**src/rtl/nic_pkg.sv**
```systemverilog
package nic_pkg;
  typedef enum logic {
    SVC_SEQUENTIAL = 1'b0,
    SVC_NESTED     = 1'b1
  } svc_mode_e;
endpackage

```
**src/rtl/nic_prio_enc.sv**
```systemverilog
module nic_prio_enc #(
  parameter int N     = 8,
  localparam int IDX_W = (N > 1) ? $clog2(N) : 1
) (
  input  logic [N-1:0]     vec_i,
  output logic             found_o,
  output logic [IDX_W-1:0] idx_o
);
  always_comb begin
    found_o = 1'b0;
    idx_o   = '0;
    for (int i = N - 1; i >= 0; i--) begin
      if (vec_i[i]) begin
        found_o = 1'b1;
        idx_o   = IDX_W'(i);
      end
    end
  end
endmodule

```
**src/rtl/nic_req_latch.sv**
```systemverilog
module nic_req_latch #(
  parameter int N = 8
) (
  input  logic         clk,
  input  logic         rst_n,
  input  logic [N-1:0] src_req,
  input  logic [N-1:0] clr_oh,
  output logic [N-1:0] pending_o,
  output logic [N-1:0] rise_o
);
  logic [N-1:0] req_q;

  assign rise_o = src_req & ~req_q;

  always_ff @(posedge clk or negedge rst_n) begin
    if (!rst_n) begin
      req_q     <= '0;
      pending_o <= '0;
    end else begin
      req_q     <= src_req;
      pending_o <= (pending_o & ~clr_oh) | rise_o;
    end
  end

  AST_HELD_NO_RELATCH: assert property (@(posedge clk) disable iff (!rst_n)
    (clr_oh != '0 && (rise_o & clr_oh) == '0) |=> ((pending_o & $past(clr_oh)) == '0)) else $error("held level relatched");
endmodule

```
**src/rtl/nic_svc_stack.sv**
```systemverilog
module nic_svc_stack #(
  parameter int N     = 8,
  localparam int IDX_W = (N > 1) ? $clog2(N) : 1
) (
  input  logic             clk,
  input  logic             rst_n,
  input  logic [N-1:0]     set_oh,
  input  logic             eos,
  output logic [N-1:0]     isr_o,
  output logic             top_found_o,
  output logic [IDX_W-1:0] top_idx_o
);
  function automatic logic [N-1:0] drop_lowest(input logic [N-1:0] v);
    return v & (v - N'(1));
  endfunction

  logic [N-1:0] isr_next;

  assign isr_next = (eos ? drop_lowest(isr_o) : isr_o) | set_oh;

  always_ff @(posedge clk or negedge rst_n) begin
    if (!rst_n) isr_o <= '0;
    else        isr_o <= isr_next;
  end

  nic_prio_enc #(.N(N)) u_top_enc (
    .vec_i   (isr_o),
    .found_o (top_found_o),
    .idx_o   (top_idx_o)
  );

  AST_EOS_POPS_ONE: assert property (@(posedge clk) disable iff (!rst_n)
    (eos && isr_o != '0 && set_oh == '0) |=> ($countones(isr_o) == $past($countones(isr_o)) - 1)) else $error("eos did not retire one entry");
  AST_EOS_KEEPS_REST: assert property (@(posedge clk) disable iff (!rst_n)
    (eos && set_oh == '0) |=> ((isr_o & ~$past(isr_o)) == '0)) else $error("eos created an entry");
endmodule

```
**src/rtl/nest_irq_ctrl.sv**
```systemverilog
module nest_irq_ctrl #(
  parameter int                 NUM_SRC  = 8,
  parameter int                 VEC_W    = 8,
  parameter logic [VEC_W-1:0]   VEC_BASE = 8'h40,
  localparam int                IDX_W    = (NUM_SRC > 1) ? $clog2(NUM_SRC) : 1
) (
  input  logic               clk,
  input  logic               rst_n,
  input  logic [NUM_SRC-1:0] src_req,
  input  logic [NUM_SRC-1:0] src_mask,
  input  logic               glb_en,
  input  logic               nest_mode,
  input  logic               cpu_ack,
  input  logic               cpu_eos,
  output logic               irq_out,
  output logic [VEC_W-1:0]   vec_out
);
  import nic_pkg::*;

  function automatic logic [VEC_W-1:0] vector_of(input logic [IDX_W-1:0] idx);
    return VEC_BASE + VEC_W'(idx);
  endfunction

  function automatic logic may_present(input svc_mode_e mode, input logic busy,
                                       input logic [IDX_W-1:0] cand,
                                       input logic [IDX_W-1:0] top);
    if (!busy) return 1'b1;
    if (mode == SVC_NESTED) return cand < top;
    return 1'b0;
  endfunction

  svc_mode_e            mode;
  logic [NUM_SRC-1:0]   pending;
  logic [NUM_SRC-1:0]   rise;
  logic [NUM_SRC-1:0]   eligible;
  logic [NUM_SRC-1:0]   isr;
  logic [NUM_SRC-1:0]   ack_oh;
  logic                 win_found;
  logic [IDX_W-1:0]     win_idx;
  logic                 svc_busy;
  logic [IDX_W-1:0]     svc_top;
  logic                 gate_open;
  logic                 ack_fire;

  assign mode      = svc_mode_e'(nest_mode);
  assign eligible  = pending & ~src_mask;
  assign gate_open = may_present(mode, svc_busy, win_idx, svc_top);
  assign irq_out   = glb_en & win_found & gate_open;
  assign ack_fire  = cpu_ack & irq_out;
  assign ack_oh    = ack_fire ? (NUM_SRC'(1) << win_idx) : '0;

  nic_req_latch #(.N(NUM_SRC)) u_latch (
    .clk       (clk),
    .rst_n     (rst_n),
    .src_req   (src_req),
    .clr_oh    (ack_oh),
    .pending_o (pending),
    .rise_o    (rise)
  );

  nic_prio_enc #(.N(NUM_SRC)) u_win_enc (
    .vec_i   (eligible),
    .found_o (win_found),
    .idx_o   (win_idx)
  );

  nic_svc_stack #(.N(NUM_SRC)) u_stack (
    .clk         (clk),
    .rst_n       (rst_n),
    .set_oh      (ack_oh),
    .eos         (cpu_eos),
    .isr_o       (isr),
    .top_found_o (svc_busy),
    .top_idx_o   (svc_top)
  );

  always_ff @(posedge clk or negedge rst_n) begin
    if (!rst_n)        vec_out <= '0;
    else if (ack_fire) vec_out <= vector_of(win_idx);
  end

  AST_ACK_VECTOR: assert property (@(posedge clk) disable iff (!rst_n)
    ack_fire |=> (vec_out == VEC_BASE + VEC_W'($past(win_idx)))) else $error("vector mismatch");
  AST_ACK_ENTERS_SERVICE: assert property (@(posedge clk) disable iff (!rst_n)
    (ack_fire && !cpu_eos) |=> ($countones(isr) == $past($countones(isr)) + 1)) else $error("ack did not enter service");
  AST_IGNORED_ACK: assert property (@(posedge clk) disable iff (!rst_n)
    (cpu_ack && !irq_out && !cpu_eos) |=> $stable(vec_out) && $stable(isr)) else $error("ack while idle had effect");
  AST_SEQ_HOLD: assert property (@(posedge clk) disable iff (!rst_n)
    (mode == SVC_SEQUENTIAL && ack_fire && $stable(nest_mode)) |=> !irq_out) else $error("sequential mode presented while busy");
  AST_MASK_BLOCKS: assert property (@(posedge clk) disable iff (!rst_n)
    irq_out |-> !src_mask[win_idx]) else $error("masked source presented");
  AST_GLB_OFF: assert property (@(posedge clk) disable iff (!rst_n)
    !glb_en |-> !ack_fire) else $error("ack accepted while disabled");
  AST_NEST_ORDER: assert property (@(posedge clk) disable iff (!rst_n)
    (irq_out && svc_busy) |-> (mode == SVC_NESTED && win_idx < svc_top)) else $error("preemption order broken");
endmodule

```
**config.mk**
```make
export PLATFORM = sky130hd
export DESIGN_NAME = nest_irq_ctrl
export DESIGN_NICKNAME = d
export VERILOG_FILES = /design/src/rtl/nic_pkg.sv /design/src/rtl/nic_prio_enc.sv /design/src/rtl/nic_req_latch.sv /design/src/rtl/nic_svc_stack.sv /design/src/rtl/nest_irq_ctrl.sv
export SDC_FILE = /design/constraint.sdc
export NUM_CORES = 1
export LEC_CHECK = 0
export BUFFER_PORTS_ARGS = -buffer_cell sky130_fd_sc_hd__buf_2
export CAP_MARGIN = 15
export CELL_PAD_IN_SITES_DETAIL_PLACEMENT = 0
export CELL_PAD_IN_SITES_GLOBAL_PLACEMENT = 1
export CORE_ASPECT_RATIO = 0.5
export CORE_MARGIN = 2
export CORE_UTILIZATION = 36
export DETAILED_ROUTE_END_ITERATION = 16
export GPL_TIMING_DRIVEN = 0
export PLACE_DENSITY_LB_ADDON = 0.3
export REMOVE_ABC_BUFFERS = 1
export SLEW_MARGIN = 15
export SYNTH_ARGS = -nofsm -noshare
export SYNTH_HDL_FRONTEND = slang
export SYNTH_SLANG_ARGS = --single-unit
```
**constraint.sdc**
```tcl
create_clock -name clk -period 2.2 [get_ports clk]
set_input_delay 0 -clock clk [delete_from_list [all_inputs] [get_ports clk]]
set_output_delay 0 -clock clk [all_outputs]
set_load 0.005 [all_outputs]
```
* After elaboration in Yosys (flattened, before gate mapping)
Cells that the tools add are included.
Cells by class: bitwise gates (word level) 12, $add $sub $neg 2, shift operators 1, order comparisons 1, mux-type cells 40
Operators with widths (count):
- 2-to-1 mux 3 bit | 16
- bitwise AND 8 bit | 4
- NOT 8 bit | 3
- 2-to-1 mux 1 bit | 22
- 2-to-1 mux 8 bit | 2
- bitwise OR 8 bit | 2
- adder 7 x 3 -> 8 bit (first input constant) | 1
- left shift 1 x 3 -> 8 bit (first input constant) | 1
- subtractor 8 x 1 -> 8 bit (second input constant) | 1
- bitwise AND 1 bit | 3
- less-than comparator 3 bit | 1
Storage, ports and cells: bits in registers 32, input port bits 22, logic and storage cells 60, output and inout bits 9

* Logic depth before layout (Yosys ltp)
depth in word-level cells 20, depth in mapped cells 11, gate-level depth less buffers 11

* Cells and area by module
A second synthesis with hierarchy kept.
Unflattened totals: cell total of the unflattened synthesis 144, area total of the unflattened synthesis 1521.5 um^2
By module, submodules not included:
- nic_req_latch | instances 1, cells an instance 40, seq. area each 400.4 um^2, area an instance 600.6 um^2
- nest_irq_ctrl | instances 1, cells an instance 51, seq. area each 100.1 um^2, area an instance 430.4 um^2
- nic_svc_stack | instances 1, cells an instance 27, seq. area each 200.2 um^2, area an instance 330.3 um^2
- nic_prio_enc | instances 2, cells an instance 13, seq. area each 0.0 um^2, area an instance 80.1 um^2

* Worst setup path after synthesis
Ideal clock, no wire load.
path type reg-to-reg, start register u_latch.pending_o[5], end register vec_out[1], setup time 0.125 ns, stages on the path, launching flop included 11, period minus slack after synthesis 2.291 ns, data required time 2.075 ns, setup slack -0.091 ns, buffers on the path 0, arrival 2.167 ns, path through dfrtp_1 > nor2b_1 > a221oi_2 > o311ai_2 > inv_1 > ha_1 > o21ai_0 > a32oi_1 > o21ai_2 > nand2_1 > mux2_2
On the way: word-level cells in the longest chain between the ends 13, elaborated cells on any way between the ends 21, classes of those cells 1 x add/sub; 1 x order compare; 15 x mux; 4 x bitwise
RTL lines:
- start: declaration | line nic_req_latch.sv:8 | output logic [N-1:0] pending_o,
- start signal: assignment | line nic_req_latch.sv:21 | pending_o <= (pending_o & ~clr_oh) | rise_o;
- bitwise AND 8 bit * | line nest_irq_ctrl.sv:46 | assign eligible = pending & ~src_mask;
- 2-to-1 mux 3 bit * (6 in a row) | line nic_prio_enc.sv:13 | if (vec_i[i]) begin
- via u_win_enc.idx_o[1] | line nic_prio_enc.sv:7 | output logic [IDX_W-1:0] idx_o
- less-than comparator 3 bit | line nest_irq_ctrl.sv:28 | if (mode == SVC_NESTED) return cand < top;
- 2-to-1 mux 1 bit | line nest_irq_ctrl.sv:28
- 2-to-1 mux 1 bit | line nest_irq_ctrl.sv:29 | return 1'b0;
- 2-to-1 mux 1 bit | line nest_irq_ctrl.sv:28
- bitwise AND 1 bit | line nest_irq_ctrl.sv:48 | assign irq_out = glb_en & win_found & gate_open;
- bitwise AND 1 bit | line nest_irq_ctrl.sv:49 | assign ack_fire = cpu_ack & irq_out;
- end signal: assignment | line nest_irq_ctrl.sv:79 | else if (ack_fire) vec_out <= vector_of(win_idx);
- end: declaration | line nest_irq_ctrl.sv:16 | output logic [VEC_W-1:0] vec_out
Mark *: on every way through the listed nets, which the timed path passes. The rest lies on a longest branch. A chain may end at the register's enable or synchronous reset.

* Worst setup path after layout
start register u_latch.pending_o[2], end output irq_out
On the way: word-level cells in the longest chain between the ends 9, elaborated cells on any way between the ends 13, classes of those cells 1 x order compare; 9 x mux; 3 x bitwise
RTL lines:
- bitwise AND 8 bit | line nest_irq_ctrl.sv:46
- 2-to-1 mux 3 bit (3 in a row) | line nic_prio_enc.sv:13
- via u_win_enc.idx_o[1] | line nic_prio_enc.sv:7
- less-than comparator 3 bit | line nest_irq_ctrl.sv:28
- 2-to-1 mux 1 bit | line nest_irq_ctrl.sv:28
- 2-to-1 mux 1 bit | line nest_irq_ctrl.sv:29
- 2-to-1 mux 1 bit | line nest_irq_ctrl.sv:28
- bitwise AND 1 bit | line nest_irq_ctrl.sv:48
- end: declaration | line nest_irq_ctrl.sv:15 | output logic irq_out,
The timed path passes the listed nets, and every way through them passes these cells.

==> metrics.md <==
| Metric | Value |
|---|---|
| Flip-flop and latch count after synthesis | `28` |
| Worst min-delay path endpoint | `u_stack.isr_o[5]` |
| Depth of the most critical reg-to-reg path | `9` |
| Global placement routability congestion | `0.733` |
| Instance area after placement | `0.00156 mm^2` |
| Cell count after synthesis | `136` |
| Placed wire-length estimate | `2280 um` |
| Post-synthesis share of cell area spent on full adders, half adders and majority gates | `0.0181` |
| Critical path buffer and inverter count | `2` |
| Largest net degree at the start of global routing | `29` |
| Crit share post-route | `1.11` |
| Wire length of the first global-routing pass | `5370 um` |
| Startpoint of the worst register-to-register path | `u_latch.pending_o[2]` |
| Remaining design rule violation count | `0` |
| Setup repair after global routing missed its margin | `true` |
| Number of DRC markers after the initial detailed-route iteration | `41` |
| Final Setup Violations | `21` |
| I/O Buffers | `26` |
| Syn avg cell area | `10.2 um^2` |
| Grt total ovfl | `0` |
| Multiplexer fraction of the synthesized cell area | `0.00814` |
| Worst setup path class | `flop to output pin` |
| Seq/Total Area, Yosys | `0.507` |
| Failing checks | `setup timing` |
| Number of warnings reported in the yosys synthesis log | `0` |
| Standard-cell row count | `15` |
| Number of antenna cells inserted | `0` |
| Most used cell along the critical path | `o21ai_2` |
| Number of cells traversed by the worst hold path | `4` |
| Max-capacitance violation count | `0` |
| Number of buffers on the longest clock path | `2` |
| Required time reported for the critical path endpoint | `2.20 ns` |
| Min Tclk post-route | `2.45 ns` |
| Total count of hold-check failures in the final report | `0` |
| Final hold slack | `0.169 ns` |
| Crit path launch | `u_latch.pending_o[2]` |
| Area used by multi-input combinational logic | `742 um^2` |
| Core Region | `0.00355 mm^2` |
| Critical path depth in cells | `9` |
| Final setup margin | `-0.253 ns` |
| Xor and xnor fraction of the mapped netlist area | `0` |
| Remaining antenna violation count | `0` |
| Overall routing resource usage | `0.165` |
| Initial antenna violation count | `0` |
| DR WL/cell | `13.3 um` |
| Die width | `91.6 um` |
| Power Density | `826 mW/mm^2` |
| Share of post-route cells with drive strength above 1 | `0.437` |
| Type of the most critical hold path | `input port to flop` |
| Number of detailed-route iterations in the first pass | `4` |
| Clk_lat worst skew | `0.28 ns` |
| Pin slew with the least headroom to its limit | `0.648 ns` |
| Post-Layout Inst Area | `0.00206 mm^2` |
| Post-detailed-route via-to-cell ratio | `4.76` |
| Slew headroom | `0.568` |
| Cell-by-cell trace of the critical path | `nor2b_4 > o311ai_2 > inv_1 > ha_1 > o21ai_2 > a32oi_2 > o21ai_2 > and3_1 > buf_2` |
| Area share of the largest cell type after synthesis | `0.507` |
| Worst Clk Skew | `0.00218 ns` |
| Effective utilization at floorplan | `0.390` |
| Die H | `47.8 um` |
| Vias | `1190` |
| Die area | `0.00438 mm^2` |
| R2R setup slack | `-0.23 ns` |
| Max Fclk | `408 MHz` |
| Clock Pin Slew Worst Setup and Hold Paths | `0.09 ns` |
| Max H-tree Level | `1` |
| Number of slew-limit violations in the final report | `0` |
| Arrival time of data at the critical path endpoint | `2.45 ns` |
| Leakage power | `1.02 nW` |
| Total wire length | `3330 um` |
| Most area-consuming cells after synthesis | `dfrtp_1, nand2_1, inv_1, a22o_1, nand2b_1` |
| CTS tree | `done` |
| Launch point of the worst hold path | `glb_en` |
| Total number of nets in the final design | `224` |
| Number of distinct library cell variants in the gate-level netlist after synthesis | `37` |
| Seq. cell area | `701 um^2` |
| Critical Path Slowest Stage Cell | `dfrtp_1` |
| Category of the worst setup path capture point | `output pin` |
| Dominant combinational cell family by area after synthesis | `simple AND/OR/NAND/NOR gates` |
| Synthesized-area fraction occupied by and/or/nand/nor cells | `0.210` |
| Share of the synthesized area in compound gates (AO/OA/AOI/OAI) | `0.186` |
| Count of clock tree sinks | `28` |
| Via count of the first global-routing pass | `1130` |
| TritonCTS buffer count | `3` |
| Final-layout fill cell count | `305` |
| Maximum vdd ir drop | `0.276 mV` |
| Clk root buf | `clkbuf_8` |
| Highest cell delay on the worst timing path | `0.41 ns` |
| Layout overhead on the synthesized area | `48.9%` |
| Endpoint of the lowest-slack register-to-register path | `u_latch.pending_o[4]` |
| Maximum fanout encountered on the critical timing path | `3` |
| Cell taking the most area after synthesis | `dfrtp_1` |
| Top delay family on crit path | `compound AO/OA/AOI/OAI gates` |
| Ports | `31` |
| Area of the mapped netlist | `0.00138 mm^2` |
| Worst Setup Start Kind | `flop` |
| Result of the run | `complete, but fails checks` |
## worst reg2reg max path, delay by kind of cell, from the launching register on
family / cells / cell delay, ns
adders and majority gates: 1 / 0.33
buffers and inverters: 1 / 0.14
and+or+nand+nor: 2 / 0.28
AOI/OAI and AO/OA: 5 / 1.16
DFF: 1 / 0.41
## flip-flops by register name, indices dropped and copies added, names as in the netlist
name,cells
u_latch.pending_o,8
u_latch.req_q,8
u_stack.isr_o,8
vec_out,4
## where the power goes
part / total, mW / switching (mW) / internal, mW
sequential: 0.653 / 0.0676 / 0.586
combinational: 0.726 / 0.349 / 0.377
clock: 0.322 / 0.161 / 0.160
total: 1.70 / 0.578 / 1.12
## worst max-delay path by stage
stage                           end  slack [ns]
2_1_floorplan            vec_out[1]       -0.09
3_3_place_gp   u_latch.pending_o[5]       -0.49
3_5_place_dp             vec_out[1]       -0.50
4_1_cts                     irq_out       -0.23
5_1_grt                     irq_out       -0.35
6_report                    irq_out       -0.25
## layout by cell type (no fill, tap or decap), types with 4 or more instances in the layout
cell / instances
buf_4: 18
nand2b_1: 8
clkbuf_8: 4
conb_1: 4
buf_6: 6
nor2b_4: 4
inv_1: 17
dfrtp_1: 28
a22o_1: 7
dlygate4sd3_1: 10
nand2_2: 5
nand2_1: 12
buf_2: 26
## synth_stat cells
cell type	n
dfrtp_1	28
nand2_1	18
inv_1	17
nand2b_1	9
a22o_1	7
nand3_1	6
o21ai_0	6
buf_4	4
nor2b_1	4
a21oi_1	3
nor2_1	3
a22o_2	2
ha_1	2
nor3_1	2
nor4_1	2
o31ai_1	2
a2111oi_4	1
a21oi_2	1
a221oi_1	1
a221oi_2	1
a31oi_1	1
a32oi_1	1
and2_1	1
and2_4	1
and3_1	1
and3_4	1
and4_1	1
conb_1	1
mux2_2	1
nand4b_1	1
nor2b_4	1
o211ai_1	1
o21ai_2	1
o311ai_2	1
o41ai_1	1
or2b_1	1
or3_1	1
## kinds of logic after synthesis
kind of cell,after synthesis
fa+ha+maj,2
mux,1
flops,28
buf+inv,21
other cells,1
compound gates,30
simple gates,53
## metal layers
| layer | part of all wire | vias to the layer above | global-route usage |
|---|---|---|---|
| met4 | 0.0030 | 0 | 0.0424 |
| met5 | 0 | - | 0 |
| met1 | 0.52 | 571 | 0.237 |
| li1 | - | 589 | - |
| met2 | 0.44 | 28 | 0.256 |
| met3 | 0.042 | 2 | 0.0425 |
## repair_timing
| item | 4_1_cts | 5_1_grt |
|---|---|---|
| resized for setup | 32 | 7 |
| buffers inserted | 24 | 4 |
| setup endpoints to repair | 21 | 21 |
| endpoints found under the hold margin | 45 | 0 |
| hold buffers | 10 | 0 |
| pin swaps | 15 | 5 |
## cell type report
| class | instances | area share |
|---|---|---|
| clock buffers | 4 | 0.0267 |
| inverters | 17 | 0.0310 |
| multi-input cells | 90 | 0.360 |
| flip-flops and latches | 28 | 0.340 |
| well taps | 51 | 0.0310 |
| repair buffers | 60 | 0.210 |
## metrics by stage
step | utilization | setup slack, ns | TNS (ns) | cells | power (mW)
2_1_floorplan | - | -0.0912 | -0.312 | 135 | 0.933
3_3_place_gp | 0.439 | -0.486 | -7.39 | 212 | 1.07
3_5_place_dp | 0.439 | -0.501 | -7.74 | 212 | 1.08
4_1_cts | 0.564 | -0.234 | -2.27 | 247 | 1.65
5_1_grt | 0.580 | -0.350 | -4.77 | 250 | 1.81
6_report | 0.580 | -0.253 | -2.95 | 250 | 1.70
(Power assumes the default switching activity.)
